`config.mk`:
```
export PLATFORM = sky130hd
export DESIGN_NAME = ep_status_bank
export DESIGN_NICKNAME = d
export VERILOG_FILES = /design/src/rtl/ep_stat_pkg.sv /design/src/rtl/ep_cmd_decode.sv /design/src/rtl/ep_stat_cell.sv /design/src/rtl/ep_status_bank.sv
export SDC_FILE = /design/constraint.sdc
export NUM_CORES = 1
export LEC_CHECK = 0
export BUFFER_PORTS_ARGS = -buffer_cell sky130_fd_sc_hd__clkbuf_2
export CAP_MARGIN = 20
export CORE_UTILIZATION = 36
export CTS_BUF_LIST = sky130_fd_sc_hd__clkbuf_4
export DETAILED_ROUTE_END_ITERATION = 16
export SLEW_MARGIN = 20
export SYNTH_ARGS = -nofsm -noshare
export SYNTH_HDL_FRONTEND = slang
export SYNTH_SLANG_ARGS = --single-unit
```
`constraint.sdc`:
```
create_clock -name clk -period 2.61 [get_ports clk]
set_clock_uncertainty 0.05 [all_clocks]
set_input_delay 0.783 -clock clk [delete_from_list [all_inputs] [get_ports clk]]
set_output_delay 0.783 -clock clk [all_outputs]
set_load 0.02 [all_outputs]
```
`src/rtl/ep_stat_pkg.sv`:
```
package ep_stat_pkg;

   // Packed MSB-first so that the struct is the status byte as read.
   typedef struct packed {
      logic stall;
      logic full_sec;
      logic full_pri;
      logic pid;
      logic ovr;
      logic setup;
      logic cpubuf;
      logic rsvd;
   } ep_stat_t;

   localparam int STAT_W = $bits(ep_stat_t);

endpackage

```
`src/rtl/ep_cmd_decode.sv`:
```
module ep_cmd_decode #(
   parameter int NUM_EP   = 16,
   parameter int CMD_BASE = 8'h50,
   localparam int SEL_W   = $clog2(NUM_EP)
) (
   input  logic             clk,
   input  logic             rst_n,
   input  logic             hp_wr,
   input  logic             hp_rd,
   input  logic             hp_a0,
   input  logic [7:0]       hp_cmd,
   output logic [SEL_W-1:0] sel,
   output logic             data_rd,
   output logic             rd_fire
);
   localparam logic [7:0] BASE_B = 8'(CMD_BASE);

   logic       armed;
   logic       cmd_wr;
   logic       hit;
   logic [8:0] offs;

   assign cmd_wr  = hp_wr & hp_a0;
   assign data_rd = hp_rd & ~hp_a0 & ~cmd_wr;
   assign offs    = {1'b0, hp_cmd} - {1'b0, BASE_B};
   assign hit     = (hp_cmd >= BASE_B) && (offs < 9'(NUM_EP));
   assign rd_fire = data_rd & armed;

   always_ff @(posedge clk) begin
      if (!rst_n) begin
         armed <= 1'b0;
         sel   <= '0;
      end else if (cmd_wr) begin
         armed <= hit;
         if (hit) sel <= offs[SEL_W-1:0];
      end else if (data_rd) begin
         armed <= 1'b0;
      end
   end

endmodule

```
`src/rtl/ep_stat_cell.sv`:
```
module ep_stat_cell
   import ep_stat_pkg::*;
(
   input  logic     clk,
   input  logic     rst_n,
   input  logic     ev_stall,
   input  logic     ev_unstall,
   input  logic     ev_setup,
   input  logic     ev_xfer_ok,
   input  logic     ev_fill_pri,
   input  logic     ev_fill_sec,
   input  logic     ev_empty_pri,
   input  logic     ev_empty_sec,
   input  logic     ev_buf_swap,
   input  logic     rd_clr,
   output ep_stat_t st,
   output logic     irq
);
   ep_stat_t st_n;
   logic     irq_n;

   always_comb begin
      st_n = st;
      // stall: an explicit stall command outranks both clear sources
      if (ev_stall)                     st_n.stall = 1'b1;
      else if (ev_unstall || ev_setup)  st_n.stall = 1'b0;
      // buffer-full flags: fill outranks empty
      if (ev_fill_pri)       st_n.full_pri = 1'b1;
      else if (ev_empty_pri) st_n.full_pri = 1'b0;
      if (ev_fill_sec)       st_n.full_sec = 1'b1;
      else if (ev_empty_sec) st_n.full_sec = 1'b0;
      // data PID: setup forces DATA1, otherwise toggle on completion
      if (ev_setup)          st_n.pid = 1'b1;
      else if (ev_xfer_ok)   st_n.pid = ~st.pid;
      // setup tracking: set events outrank the read-clear
      if (ev_setup)          st_n.setup = 1'b1;
      else if (rd_clr)       st_n.setup = 1'b0;
      if (ev_setup && st.setup) st_n.ovr = 1'b1;
      else if (rd_clr)          st_n.ovr = 1'b0;
      if (ev_buf_swap)       st_n.cpubuf = ~st.cpubuf;
      st_n.rsvd = 1'b0;
      irq_n = irq;
      if (ev_setup || ev_xfer_ok) irq_n = 1'b1;
      else if (rd_clr)            irq_n = 1'b0;
   end

   always_ff @(posedge clk) begin
      if (!rst_n) begin
         st  <= '0;
         irq <= 1'b0;
      end else begin
         st  <= st_n;
         irq <= irq_n;
      end
   end

endmodule

```
`src/rtl/ep_status_bank.sv`:
```
module ep_status_bank
   import ep_stat_pkg::*;
#(
   parameter int NUM_EP   = 16,
   parameter int CMD_BASE = 8'h50,
   parameter int DATA_W   = 16
) (
   input  logic              clk,
   input  logic              rst_n,
   input  logic              hp_wr,
   input  logic              hp_rd,
   input  logic              hp_a0,
   input  logic [7:0]        hp_cmd,
   output logic [DATA_W-1:0] hp_rdata,
   input  logic [NUM_EP-1:0] ev_stall,
   input  logic [NUM_EP-1:0] ev_unstall,
   input  logic [NUM_EP-1:0] ev_setup,
   input  logic [NUM_EP-1:0] ev_xfer_ok,
   input  logic [NUM_EP-1:0] ev_fill_pri,
   input  logic [NUM_EP-1:0] ev_fill_sec,
   input  logic [NUM_EP-1:0] ev_empty_pri,
   input  logic [NUM_EP-1:0] ev_empty_sec,
   input  logic [NUM_EP-1:0] ev_buf_swap,
   output logic [NUM_EP-1:0] irq
);
   localparam int SEL_W = $clog2(NUM_EP);

   if (NUM_EP < 2 || NUM_EP > 128) begin : g_bad_ep
      $error("ep_status_bank: NUM_EP out of range");
   end
   if (CMD_BASE < 0 || CMD_BASE + NUM_EP > 256) begin : g_bad_base
      $error("ep_status_bank: command window exceeds one byte");
   end
   if (DATA_W < STAT_W) begin : g_bad_dw
      $error("ep_status_bank: DATA_W narrower than status byte");
   end

   logic [SEL_W-1:0]          sel;
   logic                      data_rd;
   logic                      rd_fire;
   ep_stat_t                  st [NUM_EP];
   logic [NUM_EP*STAT_W-1:0]  st_flat;
   ep_stat_t                  rd_byte;

   ep_cmd_decode #(
      .NUM_EP   (NUM_EP),
      .CMD_BASE (CMD_BASE)
   ) u_dec (
      .clk     (clk),
      .rst_n   (rst_n),
      .hp_wr   (hp_wr),
      .hp_rd   (hp_rd),
      .hp_a0   (hp_a0),
      .hp_cmd  (hp_cmd),
      .sel     (sel),
      .data_rd (data_rd),
      .rd_fire (rd_fire)
   );

   for (genvar k = 0; k < NUM_EP; k++) begin : g_ep
      logic clr;
      assign clr = rd_fire && (sel == SEL_W'(k));
      ep_stat_cell u_cell (
         .clk          (clk),
         .rst_n        (rst_n),
         .ev_stall     (ev_stall[k]),
         .ev_unstall   (ev_unstall[k]),
         .ev_setup     (ev_setup[k]),
         .ev_xfer_ok   (ev_xfer_ok[k]),
         .ev_fill_pri  (ev_fill_pri[k]),
         .ev_fill_sec  (ev_fill_sec[k]),
         .ev_empty_pri (ev_empty_pri[k]),
         .ev_empty_sec (ev_empty_sec[k]),
         .ev_buf_swap  (ev_buf_swap[k]),
         .rd_clr       (clr),
         .st           (st[k]),
         .irq          (irq[k])
      );
      assign st_flat[k*STAT_W +: STAT_W] = st[k];
   end

   assign rd_byte = rd_fire ? st[sel] : '0;

   always_ff @(posedge clk) begin
      if (!rst_n)       hp_rdata <= '0;
      else if (data_rd) hp_rdata <= DATA_W'(rd_byte);
   end

endmodule

```
; ---- Word level (Yosys, flattened, before mapping)
; Cells that the tools add are included.
[op_classes]
n_addsub = 1
multipliers = 0
div_mod_pow = 0
magnitude_cmp = 3
n_eq_ne = 15
shifts = 0
mux = 198
n_bitwise = 39
reduce_logical = 180
[op_table]
columns = op, n
row1 = nonzero test 2 bit, 113
row2 = 2-to-1 mux 1 bit, 194
row3 = inverter 1 bit, 34
row4 = logical AND 1 bit, 33
row5 = binary-select mux 8 bit (select 4 bit), 1
row6 = "== test 4 bit, second input constant", 8
row7 = logical OR 1 bit, 32
row8 = 2-to-1 mux 8 bit, 3
row9 = "== test 4 x 3 -> 1 bit, second input constant", 4
row10 = "less-than comparator 9 x 5 -> 1 bit, second input constant", 1
row11 = "subtractor 8 x 7 -> 9 bit, second input constant", 1
row12 = "== test 4 x 2 -> 1 bit, second input constant", 2
row13 = ">= comparator 8 x 7 -> 1 bit, second input constant", 1
row14 = ">= comparator 5 bit, second input constant", 1
row15 = inverter 4 -> 5 bit, 1
row16 = bitwise AND 1 bit, 4
row17 = "== test 4 x 1 -> 1 bit, second input constant", 1
row18 = logical NOT 4 bit, 1
row19 = AND reduction 2 bit, 1
[totals]
regBits = 141
latchBits = 0
ramBits = 0
romBits = 0
input_bits = 157
out_inout_bits = 32
wordCells = 567
memories = 0

; ---- Longest topological paths before layout
; Gate-level depths: netlist of run 1.
[depth]
depth_word = 7
depth_mapped = 7
ltp_nobuf = 6

; ---- Modules after synthesis
; A second synthesis of run 1 with hierarchy kept.
[hier_totals]
cells_unflattened = 586
area_unflattened_um2 = 6503.7
[by_module_without_submodules]
columns = mod, n_inst, cells_per_inst, area_per_inst_um2, seq_area_each_um2
row1 = ep_stat_cell, 16, 27, 296.5, 160.2
row2 = ep_status_bank, 1, 124, 1495.2, 160.2
row3 = ep_cmd_decode, 1, 30, 264.0, 100.1

; ---- Worst setup path after synthesis of run 1
; OpenSTA, ideal clock, no wires.
[synth_path]
path_kind = input port to flip-flop
start = in hp_cmd[4]
end = reg u_dec.sel[0]
setup_ns = 0.116
arrival_ns = 1.980
required_time_ns = 2.444
slack_ns = 0.464
stages = 6
n_path_buf = 0
path_cell_list = inv_1 -> ha_1 -> or3b_2 -> a21oi_2 -> mux2i_1 -> nor2b_1
[synth_between]
elab_chain_cells = 4
word_cells_on_any_way = 5
cone_classes = add/sub (1) / order compare (2) / reduce/logical (2)
[synth_rtl]
columns = item, line_no
row1 = start: declaration, ep_status_bank.sv:13  ; input logic [7:0] hp_cmd,
row2 = subtractor 8 x 7 -> 9 bit, ep_cmd_decode.sv:25  ; assign offs = {1'b0, hp_cmd} - {1'b0, BASE_B};
row3 = less-than comparator 9 x 5 -> 1 bit, ep_cmd_decode.sv:26  ; assign hit = (hp_cmd >= BASE_B) && (offs < 9'(NUM_EP));
row4 = logical AND 1 bit *, ep_cmd_decode.sv:26
row5 = AND reduction 2 bit (no source line) *, n/a
row6 = end signal: assignment, ep_cmd_decode.sv:35  ; if (hit) sel <= offs[SEL_W-1:0];
row7 = end: declaration, ep_cmd_decode.sv:12  ; output logic [SEL_W-1:0] sel,
; Every way passes the cells marked *; elsewhere a longest branch is shown, timed or not.
; A chain may end at the register's enable or synchronous reset.

; ---- Worst setup path in the final report of run 1
[layout_path]
start = reg u_dec.sel[3]
end = reg hp_rdata[7]
[layout_between]
elab_chain_cells = 5
[layout_rtl]
columns = item, line_no
row1 = inverter 4 -> 5 bit (not written as such), ep_status_bank.sv:82  ; assign rd_byte = rd_fire ? st[sel] : '0;
row2 = binary-select mux 8 bit (select 4 bit), ep_status_bank.sv:82
row3 = 2-to-1 mux 8 bit (not written as such) (2 in a row), ep_status_bank.sv:82
row4 = 2-to-1 mux 8 bit, ep_status_bank.sv:82
row5 = end signal: assignment, ep_status_bank.sv:86  ; else if (data_rd) hp_rdata <= DATA_W'(rd_byte);
row6 = end: declaration, ep_status_bank.sv:14  ; output logic [DATA_W-1:0] hp_rdata,
; No other way between the ends. The select of a mux whose other input is x is not followed.

==> results of run 1 <==
path summary, 6_finish.rpt:
check | endpoint
hold reg to reg | hp_rdata[2]$_SDFFE_PN0P_
setup reg to reg | hp_rdata[7]$_SDFFE_PN0P_
hold / removal | g_ep[7].u_cell.st[6]$_SDFFE_PN0P_
setup / recovery | hp_rdata[7]$_SDFFE_PN0P_
sequential cells by signal, summed over array words and instances (netlist names):
register / flops
g_ep.u_cell.irq: 16
u_dec.armed: 1
g_ep.u_cell.st: 112
hp_rdata: 7
u_dec.sel: 4
worst max-delay path, cell delays in order, from the launching register on:
cell,delay [ps]
dfxtp_2,760
buf_4,370
mux4_1,610
mux2i_1,220
o21ai_1,80
per-layer routing:
metal / vias to the layer above / share of wire / track usage
met5: - / 0 / 0
met4: 0 / 0.015 / 0.0581
met3: 18 / 0.050 / 0.0449
met2: 140 / 0.48 / 0.283
met1: 2208 / 0.45 / 0.220
li1: 2304 / - / -
cell families (layout without fill, tap and decap cells):
logic type                 count (synthesis)  in the layout
adders and majority gates                  1              1
buffers and inverters                     56            218
and+or+nand+nor                          162            162
DFF                                      140            140
xor gates and xnor gates                  32             32
AOI/OAI and AO/OA                        128            128
other                                      1             10
muxes                                     46             46
cell type report:
| cell class | instances | share of cell area |
|---|---|---|
| flip-flops and latches | 140 | 0.379 |
| clock inverters | 13 | 0.0204 |
| well taps | 220 | 0.0372 |
| inverters | 2 | 0.00101 |
| multi-input cells | 378 | 0.415 |
| repair buffers | 185 | 0.129 |
| clock buffers | 18 | 0.0182 |
| diodes | 1 | 0.000338 |
cell usage in the layout (no fill, tap or decap), drive strengths merged, types with 2 or more instances in the layout:
cell type / count
clkbuf: 196
and2: 18
a21oi: 28
mux4: 28
mux2i: 11
clkinv: 9
nor2b: 100
nand4: 5
o21a: 53
nor3b: 5
a211oi: 16
xor2: 32
mux2: 7
dfxtp: 140
o21ai: 7
bufinv: 3
buf: 7
inv: 2
a22oi: 23
nand2: 3
conb: 9
nand3: 12
nor2: 14
stage by stage:
| stage | hold WS (ps) | worst slack (ps) | instances |
|---|---|---|---|
| floorplan | 414 | 464 | 574 |
| global placement | 424 | 305 | 925 |
| detailed placement | 425 | 270 | 925 |
| CTS | 335 | 274 | 956 |
| global route | 325 | 217 | 957 |
| finish | 393 | 374 | 957 |
report_power, final:
part,internal (W),switching [W]
clock,0.000660,0.000775
sequential,0.00228,0.0000871
combinational,0.000295,0.000231
==> results.ini, run 1 <==
[critical_path]
cp-start-kind=flop
critPathKind=flop to flop
rr_startpoint=u_dec.sel[3]$_SDFFE_PN0P_
ff2ff_path_depth=4
crit_path_start=u_dec.sel[3]$_SDFFE_PN0P_
worstPathArrival_ps=2620
crit_path_end_kind=flop
critPathRequiredTime_ps=2990
worst-path-max-fanout=21
r2r_slack_ps=370

[die]
die_y_um=133
start_util=0.372
coreArea_um2=16700
dieWidth_um=133
die_area_um2=17800
num_rows=47
num_io_pins=189

[status]
status=complete, no violations

[placement]
dpl_cell_area_um2=7120
io_buffer_count=179
place.gp.congestion=0.812
post-dp-hpwl_mm=11.0

[logic_synthesis]
yosysUniqueCellTypes=37
synth-seq-area-share=0.452
ys.flop_type=dfxtp_1
synth_commonest_cells=dfxtp_1 (140), nor2b_1 (100), o21a_1 (53)
yosys.area_share.simple=0.156
synth_top_family_by_area=simple AND/OR/NAND/NOR gates
synth-seq-cells=140
ys.warnings.count=0
synth_mux_area_frac=0.145
async_flop_share=0
synth_top_cell_by_area=dfxtp_1
synth_compound_area_frac=0.142
synthAdderAreaFrac=0.00202
yosysMostFrequentCell=dfxtp_1
synth_area_per_cell_um2=11.0
synth_top_area_frac=0.452
yosys-top-cells-area=dfxtp_1 (45%), nor2b_1 (10%), mux4_1 (8.5%)
synthCells=566
synth_xor_area_frac=0.0452
syn_area_um2=6210
synth_edf_count=0

[timing]
worst_pin_slew_ps=660
drv_slew=0
rsz0062_at_grt=false
final.setup.tns_ps=0
setup_viol=0
fmax_mhz=447
fin_crit_sh=0.857
period_minus_slack_ps=2240
relSlewSlack=0.560
final_hold_viol_count=0

[hold_path]
hold_path_depth=2
hold_start=ev_fill_sec[7]
holdCritPathClass=input pin to flop

[route]
ant_nets=0
drtIter0Drc=242
num_vias=4670
viasPerCell=4.88
drc=0
avgRoutedWirePerCell_um=15.5
wl_mm=14.8
drtPass1Iterations=5

[global_route]
overflow=0
track_usage=0.172
grt_pass1_vias=4680
grt_pass1_wl_mm=23.8
antenna_found_initial=1
grt_max_degree=134

[flow_run]
cap_violations=0

[clock_network]
numCtsBuffers=17
clk_pin_slew_ps=120
htreeDepth=4
cts_resized=0
clockBufferDepth=2
clk_latency_ps=540
cts_root_buffer=clkbuf_4
post_cts_buffers=0
cts_sinks=140
holdBufCountCts=0
cts_tree=yes

[final_layout]
finalInstanceArea_um2=7410
final-seq-area_um2=2810
multi_input_area_um2=3070
fillers=1603
drive_above_1_share=0.318
nets=882
area_growth_pct=19.3
fin_util=0.443

[power]
p_leak_nw=3.16
power.density_nw_per_um2=585
ir_worst_vdd_mv=0.284
finalPower_w=0.00433

Note: power is estimated with default switching activity, not from simulation.
==> inputs of run 2 (changes only) <==
--- a/config.mk
+++ b/config.mk
@@ -8,7 +8,6 @@
 export BUFFER_PORTS_ARGS = -buffer_cell sky130_fd_sc_hd__clkbuf_2
 export CAP_MARGIN = 20
 export CORE_UTILIZATION = 36
-export CTS_BUF_LIST = sky130_fd_sc_hd__clkbuf_4
 export DETAILED_ROUTE_END_ITERATION = 16
 export SLEW_MARGIN = 20
 export SYNTH_ARGS = -nofsm -noshare
==> run 2 against run 1 <==
Clock-buffer cell count grew 2. Combinational power is essentially flat. Die area is the same. Global-route usage grew 0.18 points. Non-clock buffer count is the same. Critical path depth is the same. Final cell count shrank 0.10%. Worst setup slack lost 13 ps. Core utilization grew 1.9 points. Routed wire length grew 0.83%. Critical endpoint unchanged. Largest cell class unchanged.
==> results.ini, run 2 (same netlist as run 1, synthesis figures left out) <==
[critical_path]
r2r_slack_ps=360  ; about the same
path_cells=buf_4, mux4_1, mux2i_1, o21ai_1
critPathKind=flop to flop
worstPathArrival_ps=2500  ; -120 ps
cpPeakStageDelay_ps=750  ; about the same
worst-path-max-fanout=21  ; unchanged
crit_path_end_kind=flop
critPathRequiredTime_ps=2860  ; -130 ps
cp-start-kind=flop
cp_slowest_cell=dfxtp_2
r2r-end=hp_rdata[7]$_SDFFE_PN0P_
rr_startpoint=u_dec.sel[3]$_SDFFE_PN0P_
ff2ff_path_depth=4  ; unchanged

[clock_network]
cts_sinks=140  ; unchanged
clockBufferDepth=2  ; unchanged
clk_latency_ps=420  ; -120 ps
holdBufCountCts=0  ; unchanged
cts_tree=yes
post_cts_buffers=0  ; unchanged
cts_resized=0  ; unchanged
htreeDepth=4  ; unchanged
clk_pin_slew_ps=60  ; -60 ps
numCtsBuffers=17  ; unchanged
cts_root_buffer=clkbuf_16

[die]
start_util=0.372  ; unchanged
num_rows=47  ; unchanged
dieWidth_um=133  ; unchanged
coreArea_um2=16700  ; unchanged
die_y_um=133  ; unchanged
die_area_um2=17800  ; unchanged
num_io_pins=189  ; unchanged

[power]
ir_worst_vdd_mv=0.471  ; +66%
p_leak_nw=3.30  ; +4.4%
power.density_nw_per_um2=693  ; +18%
finalPower_w=0.00535  ; +23%

[timing]
final.setup.tns_ps=0  ; unchanged
drv_slew=0  ; unchanged
period_minus_slack_ps=2250  ; +13.1 ps
relSlewSlack=0.555  ; -0.00499
fmax_mhz=445  ; -0.58%
worst_pin_slew_ps=667  ; +7.49 ps
final_hold_viol_count=0  ; unchanged
rsz0062_at_grt=false
fin_crit_sh=0.862  ; +0.00502
setup_viol=0  ; unchanged

[final_layout]
nets=882  ; unchanged
fillers=1567  ; -2.2%
antenna_cells=0  ; -1
final-seq-area_um2=2810  ; unchanged
drive_above_1_share=0.319  ; +0.00136
multi_input_area_um2=3070  ; unchanged
layout_common_cells=clkbuf_2 (178), dfxtp_1 (138), nor2b_1 (100)
largest_reg_flops=112  ; unchanged
layout.cells.non_filler=956  ; -0.10%
top_register=g_ep.u_cell.st
top_regs=g_ep.u_cell.st: 112 flops, g_ep.u_cell.irq: 16 flops, hp_rdata: 7 flops
final_common_cell=clkbuf_2
area_growth_pct=24.3
finalInstanceArea_um2=7720  ; +4.2%
fin_util=0.462  ; +0.0187

[global_route]
grt_pass1_wl_mm=24.1  ; +1.2%
grt_pass1_vias=4715  ; +0.75%
grt_max_degree=134  ; unchanged
track_usage=0.174  ; +0.00178
overflow=0  ; unchanged
antenna_found_initial=0  ; -1

[status]
status=complete, no violations

[placement]
dpl_cell_area_um2=7120  ; unchanged
place.gp.congestion=0.812  ; unchanged
dp.cells=925  ; unchanged
post-dp-hpwl_mm=11.0  ; unchanged
io_buffer_count=179  ; unchanged

[route]
drc=0  ; unchanged
ant_nets=0  ; unchanged
wl_mm=14.9  ; +0.83%
drtPass1Iterations=4  ; -1
avgRoutedWirePerCell_um=15.6  ; +0.94%
num_vias=4671  ; +0.021%
drtIter0Drc=197  ; -19%
viasPerCell=4.89  ; +0.13%

[hold_path]
hold_start=hp_rdata[2]$_SDFFE_PN0P_
holdCritPathClass=flop to flop
hold_path_depth=2  ; unchanged
min_to=hp_rdata[2]$_SDFFE_PN0P_

[flow_run]
cap_violations=0  ; unchanged

run 2: worst max-delay path by stage:
stage	from	endpoint	slack (ps)	depth (start not counted)
after global placement	u_dec.sel[3]$_SDFFE_PN0P_	hp_rdata[7]$_SDFFE_PN0P_	300	4
after floorplan	hp_cmd[4]	u_dec.sel[0]$_SDFFE_PN0P_	460	6
final	u_dec.sel[3]$_SDFFE_PN0P_	hp_rdata[7]$_SDFFE_PN0P_	360	4
after global routing	u_dec.sel[3]$_SDFFE_PN0P_	hp_rdata[6]$_SDFFE_PN0P_	230	4
after CTS	u_dec.sel[3]$_SDFFE_PN0P_	hp_rdata[7]$_SDFFE_PN0P_	280	4
after detailed placement	hp_cmd[4]	u_dec.sel[2]$_SDFFE_PN0P_	270	7
run 2: cell type report:
cell class                 instances  area share
multi-input combinational        378       0.398
timing repair buffer             185       0.124
sequential                       140       0.363
clock inverter                    11      0.0186
inverter                           2    0.000973
clock buffer                      20      0.0592
tap                              220      0.0357
run 2: metal layers:
metal,part of all wire,up-vias,track usage
li1,-,2304,-
met3,0.058,17,0.0453
met1,0.44,2197,0.221
met2,0.48,153,0.285
met4,0.015,0,0.0631
met5,0,-,0
run 2: power by group:
part | switching (W) | total (W) | internal, W
logic | 0.000232 | 0.000527 | 0.000295
registers | 0.0000873 | 0.00237 | 0.00229
clock network | 0.000901 | 0.00244 | 0.00154
run 2: per-stage QoR:
step	hold slack, ps	worst slack, ps
2_1_floorplan	414	464
3_3_place_gp	424	305
3_5_place_dp	425	270
4_1_cts	438	282
5_1_grt	474	234
6_report	433	361
run 2: worst max-delay path, delay by kind of cell, from the launching register on:
| kind | cells | cell delay (ps) |
|---|---|---|
| mux | 2 | 850 |
| flops | 1 | 750 |
| buf+inv | 1 | 370 |
| compound gates | 1 | 90 |
==> inputs of run 3 (changes only) <==
--- a/config.mk
+++ b/config.mk
@@ -8,6 +8,7 @@
 export BUFFER_PORTS_ARGS = -buffer_cell sky130_fd_sc_hd__clkbuf_2
 export CAP_MARGIN = 20
 export CORE_UTILIZATION = 36
+export CTS_BUF_LIST = sky130_fd_sc_hd__clkbuf_4 sky130_fd_sc_hd__clkbuf_8
 export DETAILED_ROUTE_END_ITERATION = 16
 export SLEW_MARGIN = 20
 export SYNTH_ARGS = -nofsm -noshare
==> run 3 against run 2 <==
Sequential power about the same. Final cell count unchanged. Fmax about the same. Clock power decreased by 25%. Critical path depth unchanged. First-iteration DRC count increased by 35%. Worst setup slack improved by 2.2 ps. Sequential share of layout area increased by 0.91 points. Highest routed layer unchanged.
==> results.ini, run 3 (same netlist as run 1, synthesis figures left out) <==
[status]
status=complete, no violations

[final_layout]
area_growth_pct=21.3
drive_above_1_share=0.321  ; +0.00136
nets=882  ; unchanged
layout_common_cells=clkbuf_2 (178), dfxtp_1 (138), nor2b_1 (100)
top_regs=g_ep.u_cell.st: 112 flops, g_ep.u_cell.irq: 16 flops, hp_rdata: 7 flops
antenna_cells=0  ; unchanged
final_common_cell=clkbuf_2
largest_reg_flops=112  ; unchanged
fin_util=0.451  ; -0.0112
top_register=g_ep.u_cell.st
layout.cells.non_filler=956  ; unchanged

[die]
start_util=0.372  ; unchanged
num_rows=47  ; unchanged
die_area_um2=17800  ; unchanged
die_y_um=133  ; unchanged
num_io_pins=189  ; unchanged
dieWidth_um=133  ; unchanged
coreArea_um2=16700  ; unchanged

[clock_network]
clk_latency_ps=450  ; +30 ps
numCtsBuffers=17  ; unchanged
clk_pin_slew_ps=80  ; +20 ps
cts_resized=0  ; unchanged
htreeDepth=4  ; unchanged
post_cts_buffers=0  ; unchanged
cts_tree=yes
holdBufCountCts=0  ; unchanged
clockBufferDepth=2  ; unchanged
cts_sinks=140  ; unchanged
cts_root_buffer=clkbuf_8

[timing]
setup_viol=0  ; unchanged
fin_crit_sh=0.861  ; about the same
final_hold_viol_count=0  ; unchanged
rsz0062_at_grt=false
period_minus_slack_ps=2250  ; -2.18 ps
fmax_mhz=445  ; about the same
final.setup.tns_ps=0  ; unchanged
worst_pin_slew_ps=668  ; +0.323 ps
worst_hold_slack_ps=438  ; +5.13 ps
drv_slew=0  ; unchanged
relSlewSlack=0.555  ; about the same

[critical_path]
worstPathArrival_ps=2530  ; +30 ps
critPathKind=flop to flop
crit_path_end_kind=flop
cp-start-kind=flop
critPathRequiredTime_ps=2890  ; +30 ps
rr_startpoint=u_dec.sel[3]$_SDFFE_PN0P_
worst-path-max-fanout=21  ; unchanged
crit_path_start=u_dec.sel[3]$_SDFFE_PN0P_

[flow_run]
cap_violations=0  ; unchanged

[hold_path]
holdCritPathClass=flop to flop
hold_start=hp_rdata[2]$_SDFFE_PN0P_

[global_route]
antenna_found_initial=0  ; unchanged
grt_pass1_vias=4708  ; -0.15%
track_usage=0.173  ; -0.00133
overflow=0  ; unchanged
grt_pass1_wl_mm=23.9  ; -0.81%
grt_max_degree=134  ; unchanged

[placement]
post-dp-hpwl_mm=11.0  ; unchanged
io_buffer_count=179  ; unchanged
place.gp.congestion=0.812  ; unchanged
dp.cells=925  ; unchanged

[power]
p_leak_nw=3.22  ; -2.5%
ir_worst_vdd_mv=0.304  ; -35%
power.density_nw_per_um2=628  ; -9.4%

[route]
wl_mm=14.9  ; -0.23%
drtPass1Iterations=4  ; unchanged
avgRoutedWirePerCell_um=15.6  ; -0.23%
drtIter0Drc=265  ; +35%
ant_nets=0  ; unchanged
drc=0  ; unchanged
num_vias=4676  ; +0.11%
viasPerCell=4.89  ; +0.11%

run 3: cell counts in the layout (fill, tap and decap cells not counted):
No cell type changed its count.
run 3: critical path: stages (launching register included):
cell and delay, ps:
dfxtp_2 750, buf_4 370, mux4_1 600, mux2i_1 230, o21ai_1 80
run 3: per-layer routing:
layer	global-route usage	part of all wire	vias up
met5	0	0	-
met4	0.0713	0.018	0
met3	0.0381	0.048	21
met2	0.284	0.48	138
met1	0.219	0.45	2214
li1	-	-	2303
run 3: final cells by class:
cell class | count | area [um^2]
clock buffer | 20 | 269
clock inverter | 11 | 144
fill | 1586 | 9170
inverter | 2 | 7.51
multi-input combinational | 378 | 3070
sequential | 140 | 2810
tap | 220 | 275
timing repair buffer | 185 | 956
run 3: final timing paths:
path                                            endpoint  slack (ps)  cells past startpoint
worst max-delay path            hp_rdata[7]$_SDFFE_PN0P_         360                      4
worst max register to register  hp_rdata[7]$_SDFFE_PN0P_         360                      4
worst min register to register  hp_rdata[2]$_SDFFE_PN0P_         440                      2
worst min-delay path            hp_rdata[2]$_SDFFE_PN0P_         440                      2
run 3: where the power goes:
| group | internal, W | switching, W |
|---|---|---|
| Clock | 0.000998 | 0.000830 |
| Combinational | 0.000295 | 0.000231 |
| Sequential | 0.00228 | 0.0000873 |
| Total | 0.00358 | 0.00115 |
run 3: through the flow:
step | worst slack [ps] | area (um^2) | total power, W
final | 363 | 7530 | 0.00473
after global routing | 227 | 7530 | 0.00495
after CTS | 279 | 7530 | 0.00478
after detailed placement | 270 | 7120 | 0.00295
after global placement | 305 | 7120 | 0.00293
after floorplan | 464 | 6240 | 0.00275
